===== config.mk =====
export PLATFORM = sky130hd
export DESIGN_NAME = irq_level_resolver
export DESIGN_NICKNAME = d
export VERILOG_FILES = /design/src/rtl/irq_level_resolver.sv
export SDC_FILE = /design/constraint.sdc
export NUM_CORES = 1
export LEC_CHECK = 0
export ABC_AREA = 1
export CAP_MARGIN = 15
export CORE_MARGIN = 3
export CORE_UTILIZATION = 31
export DETAILED_ROUTE_END_ITERATION = 7
export GPL_ROUTABILITY_DRIVEN = 0
export PLACE_DENSITY_LB_ADDON = 0.05
export SYNTH_ARGS = -nofsm -noshare
export SYNTH_HDL_FRONTEND = slang
export SYNTH_SLANG_ARGS = --single-unit
export TNS_END_PERCENT = 100

===== constraint.sdc =====
create_clock -name clk -period 4.7 [get_ports clk]
set_clock_uncertainty 0.1 [all_clocks]
set_input_delay 1.41 -clock clk [delete_from_list [all_inputs] [get_ports clk]]
set_output_delay 1.41 -clock clk [all_outputs]
set_load 0.01 [all_outputs]

===== src/rtl/irq_level_resolver.sv =====
module irq_level_resolver #(
  parameter int VW    = 64,
  parameter int SW_LO = 1,
  parameter int SW_HI = 15,
  parameter int EX_LO = 16,
  parameter int EX_HI = 31,
  parameter int LW    = $clog2(VW)
) (
  input  logic          clk,
  input  logic          rst_n,
  input  logic          check_req,
  input  logic [VW-1:0] sw_req,
  input  logic [VW-1:0] ext_pend,
  input  logic [LW-1:0] cur_ipl,
  input  logic          priv_mode,
  input  logic          buf_empty,
  input  logic [7:0]    async_req,
  output logic          take_o,
  output logic [LW-1:0] level_o,
  output logic [VW-1:0] summary_o,
  output logic          blocked_o,
  output logic          async_err_o
);

  logic [LW-1:0] sw_lvl, ex_lvl, lvl_c;
  logic [VW-1:0] sum_c;
  logic          ex_any, present, chk_pend, pend_eff, go, accept, hit;

  always_comb begin
    sum_c  = '0;
    sw_lvl = '0;
    ex_lvl = '0;
    ex_any = 1'b0;
    for (int i = SW_LO; i <= SW_HI; i++) begin
      if (sw_req[i]) begin
        sw_lvl   = LW'(i - SW_LO + 1);
        sum_c[i] = 1'b1;
      end
    end
    for (int i = EX_LO; i <= EX_HI; i++) begin
      if (ext_pend[i]) begin
        ex_lvl   = LW'(i);
        ex_any   = 1'b1;
        sum_c[i] = 1'b1;
      end
    end
  end

  assign lvl_c    = ex_any ? ex_lvl : sw_lvl;
  assign present  = |sum_c;
  assign pend_eff = chk_pend | check_req;
  assign go       = blocked_o | (pend_eff & present & ~priv_mode);
  assign accept   = go & buf_empty & ~priv_mode;
  assign hit      = accept & (lvl_c != '0) & (lvl_c > cur_ipl);

  always_ff @(posedge clk) begin
    if (!rst_n) begin
      chk_pend    <= 1'b0;
      blocked_o   <= 1'b0;
      take_o      <= 1'b0;
      level_o     <= '0;
      summary_o   <= '0;
      async_err_o <= 1'b0;
    end else begin
      chk_pend    <= accept ? 1'b0 : pend_eff;
      blocked_o   <= go & ~buf_empty;
      take_o      <= hit;
      async_err_o <= async_err_o | (accept & (|async_req));
      if (hit) begin
        level_o   <= lvl_c;
        summary_o <= sum_c;
      end
    end
  end


  take_above_ipl_chk: assert property (@(posedge clk) disable iff (!rst_n)
    take_o |-> (level_o > $past(cur_ipl)));

  take_needs_check_chk: assert property (@(posedge clk) disable iff (!rst_n)
    take_o |-> $past(chk_pend | check_req | blocked_o));

  take_not_priv_chk: assert property (@(posedge clk) disable iff (!rst_n)
    take_o |-> !$past(priv_mode));

  take_drained_chk: assert property (@(posedge clk) disable iff (!rst_n)
    take_o |-> ($past(buf_empty) && !blocked_o));

  async_sticky_chk: assert property (@(posedge clk) disable iff (!rst_n)
    async_err_o |=> async_err_o);

endmodule


Word-level counts from Yosys, hierarchy flattened. Index checks and enable logic that the tools add are counted.

Input port bits: 147. Register bits: 41. Word-level logic and storage cells: 103.

Mux-type cells: 78. Magnitude comparators: 1. Reductions and logical operators: 4. Bitwise operators: 14.

Operators by type and width (number): 6-bit two-way mux (30); 1-bit two-way mux (47); 31-bit OR reduction (1); 1-bit bitwise AND (8); 8-bit OR reduction (1); 6-bit > comparator (1); 6-bit nonzero test (1); 5-bit two-way mux (1); 1-bit NOT (3); 1-bit bitwise OR (3); 2-bit OR reduction (1).

Longest topological paths before layout. Gate-level depths: netlist (run 1).

Depth after elaboration: 20. Mapped depth: 26.

Worst setup path after synthesis (run 1). Ideal clock, no wire load.

Path kind: input to register. From: input port ext_pend[26]. To: register summary_o[4]. Stages on the path: 18. Required time: 4.453 ns. Arrival time: 3.492 ns. Slack: 0.962 ns. Setup time: 0.147 ns. Cells stage by stage: nor2_1 nand2_1 nor2_1 nand4_1 nor2_1 nand3_1 o21ai_0 inv_1 ha_1 inv_1 o21bai_1 a21oi_1 o21ai_1 o211ai_1 nor2_2 buf_6 buf_6 a211oi_2.

Word-level cells in the longest chain between the ends: 10.

RTL lines: start, declared (RTL line 13) `input logic [VW-1:0] ext_pend,`; 6-bit two-way mux or 1-bit two-way mux (tied branches) (6 in a row) (RTL line 41) `if (ext_pend[i]) begin`; 6-bit two-way mux * (RTL line 49) `assign lvl_c = ex_any ? ex_lvl : sw_lvl;`; named net lvl_c[4] (RTL line 25) `logic [LW-1:0] sw_lvl, ex_lvl, lvl_c;`; parallel branches: the longest is 2 deep, another holds 6-bit > comparator; 1-bit bitwise AND * (RTL line 54) `assign hit = accept & (lvl_c != '0) & (lvl_c > cur_ipl);`; end signal, assigned (RTL line 71) `summary_o <= sum_c;`; end, declared (RTL line 20) `output logic [VW-1:0] summary_o,`.

Mark *: on every way through the listed nets, which the timed path passes. A chain may end at the register's enable or synchronous reset.

Worst setup path in the final report (run 1).
From: input port ext_pend[28]. To: register summary_o[16].

RTL lines (RTL line): 6-bit two-way mux or 1-bit two-way mux (tied branches) (4 in a row) (41); 6-bit two-way mux * (49); named net lvl_c[4] (25); parallel branches: the longest is 2 deep, another holds 6-bit > comparator; 1-bit bitwise AND * (54).

Marks and branches as above.

==> results of run 1 <==
==> through the flow <==
| stage | cell area (um2) | hold WS [ps] |
|---|---|---|
| 5_1_grt | 3350 | 387 |
| 2_1_floorplan | 2440 | 336 |
| 4_1_cts | 3350 | 364 |
| 3_3_place_gp | 3250 | 349 |
| 3_5_place_dp | 3250 | 352 |
| 6_report | 3350 | 360 |
==> cells by family (layout without fill, tap and decap cells) <==
kind of cell | count (synthesis) | count (layout) | share of synthesized area [%]
and+or+nand+nor | 124 | 124 | 21.8
buffers and inverters | 87 | 150 | 20.8
AOI/OAI and AO/OA | 54 | 54 | 19.9
DFF | 40 | 40 | 34.6
adders and majority gates | 5 | 5 | 2.71
other | 1 | 34 | 0.162
==> per-layer routing <==
layer  share of wire [%]  global-route usage [%]  vias to the layer above
li1                    -                       -                     1139
met1                  44                    17.9                      911
met2                  48                    24.0                       73
met3                 6.8                    3.82                        7
met4                 1.2                    4.46                        0
met5                   0                       0                        -
==> state kept, by name, summed over array words and instances (netlist names) <==
register,count
summary_o,31
level_o,5
async_err_o,1
blocked_o,1
chk_pend,1
take_o,1
==> Yosys cell counts, drive strengths merged <==
cell / count / share of area [%]
clkinv: 1 / 0.16
clkbuf: 3 / 0.49
o211ai: 1 / 0.32
nor4: 3 / 0.81
o311ai: 1 / 0.38
a311o: 1 / 0.43
o21a: 1 / 0.32
conb: 1 / 0.16
a21oi: 11 / 2.4
nor3: 5 / 1.1
inv: 42 / 6.8
o21bai: 1 / 0.32
o221ai: 1 / 0.65
ha: 5 / 2.7
nand2: 53 / 8.6
nor2: 47 / 7.7
nand4: 2 / 0.54
dfxtp: 40 / 35
buf: 41 / 13
a211oi: 29 / 13
nand3: 14 / 3.0
o21ai: 8 / 1.7
==> how the worst min path moves through the flow <==
| stage | startpoint | end | slack [ps] | cells after the start |
|---|---|---|---|---|
| global placement | async_err_o | async_err_o | 350 | 1 |
| finish | summary_o[1] | summary_o[1] | 360 | 2 |
| floorplan | chk_pend | chk_pend | 340 | 2 |
| CTS | summary_o[1] | summary_o[1] | 360 | 2 |
| detailed placement | summary_o[1] | summary_o[1] | 350 | 2 |
| global route | summary_o[17] | summary_o[17] | 390 | 2 |
==> area by class of cell <==
class                   count  area [um2]  area share [%]
inverters                  43         161            4.82
clock buffers               7        96.3            2.88
multi-input cells         217        1160            34.6
flip-flops and latches     40         801            23.9
repair buffers            100        1010            30.1
well taps                  96         120            3.59
==> power by group through the flow <==
stage	clock network (W)	registers, W	logic, W
3_3_place_gp	0	0.000361	0.000156
5_1_grt	0.000275	0.000355	0.000173
3_5_place_dp	0	0.000361	0.000156
6_report	0.000255	0.000353	0.000156
2_1_floorplan	0	0.000365	0.0000908
4_1_cts	0.000266	0.000353	0.000157
==> critical path, delay by kind of cell <==
| kind | cells | cell delay (ps) |
|---|---|---|
| adders and majority gates | 1 | 280 |
| and+or+nand+nor | 7 | 980 |
| buffers and inverters | 7 | 1060 |
| AOI/OAI and AO/OA | 6 | 680 |
==> metrics.csv, run 1 <==
stage;metric;value;unit
floorplanning;Ports;220;
sta;Tcrit/Tclk final;91.3;%
global_routing;global-route wire length before repair;9730;um
worst_setup_path;CP Capture Type;flop;
global_routing;GRT Total Usage;14.3;%
pwr;switching share of power;27.1;%
pwr;Peak VDD IR;0.000122;V
pwr;Static Leak;1.41;nW
sta;setup slack after layout;408;ps
floorplanning;Starting Density;32.9;%
clock_tree;CTS H-Tree Depth;2;
place;placed insts;496;
layout;P&R area growth vs syn;44.7;%
sta;final setup TNS;0;ps
worst_setup_path;Setup crit start;ext_pend[28];
floorplanning;Die H;92.4;um
clock_tree;CTS Buf Count;5;
worst_hold_path;HP Class;reg -> reg;
layout;ANT cells;0;
sta;# setup viols final;0;
floorplanning;die width;92.4;um
sta;max frequency;0.233;GHz
worst_setup_path;Critical R2R Launch;chk_pend;
floorplanning;CORE AREA;7020;um2
sta;Final Hold Viols;0;
place;pre-CTS setup slack;102;ps
routing;1st-iter DRT viols;50;
sta;Final Max Tran Viols;0;
layout;most common cell after layout, fill and taps aside;clkdlybuf4s50_1;
pwr;Pint;0.000556;W
floorplanning;Die Footprint;8530;um2
routing;first-pass iteration count of the detailed router;4;
global_routing;largest net degree at the start of global routing;21;
clock_tree;CTS tree;yes;
clock_tree;CTS Hold Bufs;0;
layout;nets;559;
synthesis;Synth cell types;28;
pwr;Flop pwr share;46.3;%
worst_setup_path;slowest CP cell;clkdlybuf4s50_1;
worst_setup_path;crit-path max cell delay;420;ps
worst_setup_path;R2R Setup Slk;3240;ps
routing;via count;2130;
pwr;clock share of power;33.4;%
worst_setup_path;critical path arrival;4420;ps
synthesis;YS warnings;0;
worst_setup_path;cell mode on critical path;inv_1;
clock_tree;CTS resizes;0;
layout;Post-Route Utilization;47.7;%
sta;Tmin final;4290;ps
job;max_cap viols;0;
routing;Total Wirelength;6080;um
global_routing;GRT overflow;0;
synthesis;#FFs+latches synth;40;
place;Port Buffers;88;
clock_tree;clk sink count;40;
worst_setup_path;worst-path fanout max;17;
routing;DR WL/cell;12.1;um
pwr;Tot Pwr;0.000763;W
global_routing;vias in the first global route;2008;
pwr;Gate power share;20.4;%
clock_tree;CTS Buffer Depth;2;
synthesis;Post-Syn Area per Cell;7.43;um2
routing;DRC violations left;0;
layout;most frequent cells in the layout;88 x clkdlybuf4s50_1, 53 x nand2_1, 46 x nor2_1;
worst_setup_path;type of origin of the critical path;input port;
worst_setup_path;crit-path cells;clkdlybuf4s50_1 > nor2_1 > nand3_1 > inv_1 > nand4_1 > nor2_1 > nand3_1 > o21ai_0 > buf_4 > inv_1 > ha_1 > inv_1 > o21bai_1 > a21oi_1 > o21ai_1 > o211ai_1 > nor2_4 > buf_12 > buf_12 > nand2_1 > a21oi_1;
worst_setup_path;worst reg2reg endpoint;level_o[1];
layout;Finished Layout Cells;503;
global_routing;initial antenna violation count;0;
pwr;Psw;0.000207;W
run_status;outcome;completed;
routing;Post-DRT Antenna Nets;0;
synthesis;Synth Cell Area;2310;um2
sta;unrepaired setup endpoints after global routing;false;
clock_tree;Worst-path clk slew;80;ps
floorplanning;Core Rows;30;
worst_setup_path;Critical Path Sink;summary_o[16];
synthesis;sequential share of the synthesized area;34.6;%
clock_tree;post-CTS setup buffers;0;
layout;share of layout cells above drive strength 1;11.3;%
synthesis;synthesized instance count;311;
clock_tree;Clock Tree Root;clkbuf_8;
layout;fillers;713;
routing;Vias/cell;4.23;
worst_setup_path;Req. time, crit path;4830;ps
place;Final HPWL DP;4910;um
worst_setup_path;Crit Path Category;in -> reg;
worst_setup_path;Reg2Reg Depth;8;
pwr;Pwr Density;228;nW/um2
clock_tree;worst skew pair latency;290;ps
(Power assumes the default switching activity.)
==> inputs of run 2 (changes only) <==
- CELL_PAD_IN_SITES_DETAIL_PLACEMENT: not set -> 1
- CELL_PAD_IN_SITES_GLOBAL_PLACEMENT: not set -> 2
- CORE_UTILIZATION: 31 -> 14
- GPL_ROUTABILITY_DRIVEN: 0 -> 1
- TNS_END_PERCENT: 100 -> not set
==> run 2 against run 1 <==
Against the previous run: via count grew 6.4%; global-route usage decreased by 4.9 points; wire length rose by 38%; worst setup slack got worse by 32 ps; sequential power about the same; sequential cell count unchanged; clock power grew 27%; power increased by 11%; largest cell class unchanged; highest routed layer unchanged.
==> metrics.csv, run 2 (synthesized netlist as in run 1, its figures left out) <==
stage;metric;value;unit;change
run_status;outcome;completed;;unchanged
worst_setup_path;crit-path max cell delay;420;ps;about the same
clock_tree;CTS H-Tree Depth;2;;unchanged
pwr;Static Leak;1.49;nW;was 1.41 nW
place;Port Buffers;88;;unchanged
floorplanning;CORE AREA;16000;um2;was 7020 um2
sta;Tmin final;4320;ps;was 4290 ps
global_routing;GRT Total Usage;9.43;%;was 14.3%
floorplanning;Die H;135;um;was 92.4 um
sta;normalized max-slew margin;63.5;%;
place;pre-CTS setup slack;-102;ps;was 102 ps
layout;share of layout cells above drive strength 1;15.0;%;was 11.3%
sta;Worst-Margin Slew;547;ps;
layout;most frequent cells in the layout;88 x clkdlybuf4s50_1, 53 x nand2_1, 43 x nor2_1;;was 88 x clkdlybuf4s50_1, 53 x nand2_1, 46 x nor2_1
clock_tree;worst skew pair latency;280;ps;was 290 ps
clock_tree;CTS tree;yes;;unchanged
floorplanning;Starting Density;14.5;%;was 32.9%
routing;DRC violations left;0;;unchanged
layout;top flop regs;summary_o (31), level_o (5);;unchanged
worst_setup_path;crit-path cells;clkdlybuf4s50_1 > nor2_1 > nand2_1 > nor2_2 > nand4_1 > buf_4 > inv_2 > buf_4 > nand3_1 > nand2_1 > inv_1 > ha_1 > a21oi_1 > o21ai_1 > o211ai_1 > nor2_4 > buf_12 > buf_12 > nor2_1 > a211oi_2;;was clkdlybuf4s50_1 > nor2_1 > nand3_1 > inv_1 > nand4_1 > nor2_1 > nand3_1 > o21ai_0 > buf_4 > inv_1 > ha_1 > inv_1 > o21bai_1 > a21oi_1 > o21ai_1 > o211ai_1 > nor2_4 > buf_12 > buf_12 > nand2_1 > a21oi_1
layout;max reg flops;31;;unchanged
worst_setup_path;slowest CP cell;clkdlybuf4s50_1;;unchanged
pwr;Pwr Density;232;nW/um2;was 228 nW/um2
layout;most common cell after layout, fill and taps aside;clkdlybuf4s50_1;;unchanged
sta;# setup viols final;0;;unchanged
layout;Finished Layout Cells;636;;was 503
floorplanning;Die Footprint;18100;um2;was 8530 um2
worst_setup_path;CP Capture Type;flop;;unchanged
worst_setup_path;Req. time, crit path;4800;ps;was 4830 ps
global_routing;global-route wire length before repair;13200;um;was 9730 um
floorplanning;die width;135;um;was 92.4 um
sta;Tcrit/Tclk final;92.0;%;was 91.3%
sta;Final Hold Viols;0;;unchanged
layout;P&R area growth vs syn;57.8;%;was 44.7%
sta;max frequency;0.231;GHz;was 0.233 GHz
routing;first-pass iteration count of the detailed router;4;;unchanged
place;placed standard-cell area;3510;um2;was 3250 um2
global_routing;vias in the first global route;2455;;was 2008
floorplanning;Core Rows;46;;was 30
clock_tree;clk sink count;40;;unchanged
worst_setup_path;type of origin of the critical path;input port;;unchanged
place;Final HPWL DP;6820;um;was 4910 um
worst_hold_path;HP Class;reg -> reg;;unchanged
pwr;Peak VDD IR;0.000114;V;was 0.000122 V
clock_tree;Clock Tree Root;clkbuf_16;;was clkbuf_8
place;placed insts;631;;was 496
routing;Post-DRT Antenna Nets;0;;unchanged
clock_tree;Worst-path clk slew;60;ps;was 80 ps
global_routing;initial antenna violation count;0;;unchanged
routing;Total Wirelength;8400;um;was 6080 um
routing;DR WL/cell;13.2;um;was 12.1 um
job;max_cap viols;0;;unchanged
global_routing;GRT overflow;0;;unchanged
place;Final Wtd Congestion;0.675;;
layout;Layout Cell Area excl Fill;3650;um2;was 3350 um2
floorplanning;Ports;220;;unchanged
sta;setup slack after layout;375;ps;was 408 ps
clock_tree;CTS Buf Count;5;;unchanged
global_routing;largest net degree at the start of global routing;36;;was 21
pwr;Tot Pwr;0.000848;W;was 0.000763 W
sta;unrepaired setup endpoints after global routing;false;;unchanged
clock_tree;CTS Buffer Depth;2;;unchanged
routing;Vias/cell;3.56;;was 4.23
layout;nets;574;;was 559
worst_setup_path;critical path arrival;4430;ps;was 4420 ps
routing;1st-iter DRT viols;57;;was 50
worst_setup_path;worst-path fanout max;16;;was 17
sta;Final Max Tran Viols;0;;unchanged
sta;Hold WS;362;ps;was 360 ps
layout;ANT cells;0;;unchanged
worst_setup_path;Crit Path Category;in -> reg;;unchanged
routing;via count;2267;;was 2130
layout;fillers;1925;;was 713
layout;Top reg by flops;summary_o;;unchanged
-- run 2: what timing repair did --
item,CTS,global route
endpoints found under the setup margin,0,24
setup buffers,0,0
resized for setup,0,6
endpoints found under the hold margin,0,0
hold buffers,0,0
-- run 2: final timing paths --
check	from	to	cells past startpoint	slack, ps
worst max-delay path	ext_pend[26]	summary_o[8]	20	380
worst min-delay path	level_o[0]	level_o[0]	2	360
worst max register to register	chk_pend	summary_o[8]	8	3170
worst min register to register	level_o[0]	level_o[0]	2	360
-- run 2: through the flow --
step | utilization, % | TNS, ps
2_1_floorplan | - | 0
3_3_place_gp | 22.0 | -278
3_5_place_dp | 22.0 | -1830
4_1_cts | 22.7 | 0
5_1_grt | 22.8 | 0
6_report | 22.8 | 0
-- run 2: layout make-up --
class / count / area, um2 / area share, %
Inverter: 43 / 161 / 4.42
Tap cell: 216 / 270 / 7.41
Multi-Input combinational cell: 217 / 1170 / 32.0
Sequential cell: 40 / 801 / 21.9
Clock buffer: 5 / 125 / 3.43
Timing Repair Buffer: 115 / 1120 / 30.8
-- run 2: per-layer routing --
| layer | GRT usage, % | part of all wire (%) | up-vias |
|---|---|---|---|
| li1 | - | - | 1161 |
| met1 | 11.7 | 46 | 1035 |
| met2 | 16.4 | 48 | 65 |
| met3 | 2.05 | 4.6 | 6 |
| met4 | 2.71 | 1.4 | 0 |
| met5 | 0 | 0 | - |
-- run 2: report_power, final --
part           switching [W]  total, W  leakage [nW]  internal (W)
combinational      0.0000861  0.000169          1.10     0.0000830
clock               0.000137  0.000325        0.0616      0.000188
sequential        0.00000516  0.000354         0.324      0.000349
total               0.000228  0.000848          1.49      0.000620
-- run 2: worst max-delay path: cells and delay by family --
kind	cells	cell delay [ps]
AOI/OAI and AO/OA	4	480
adders and majority gates	1	290
buffers and inverters	7	1250
and+or+nand+nor	8	980
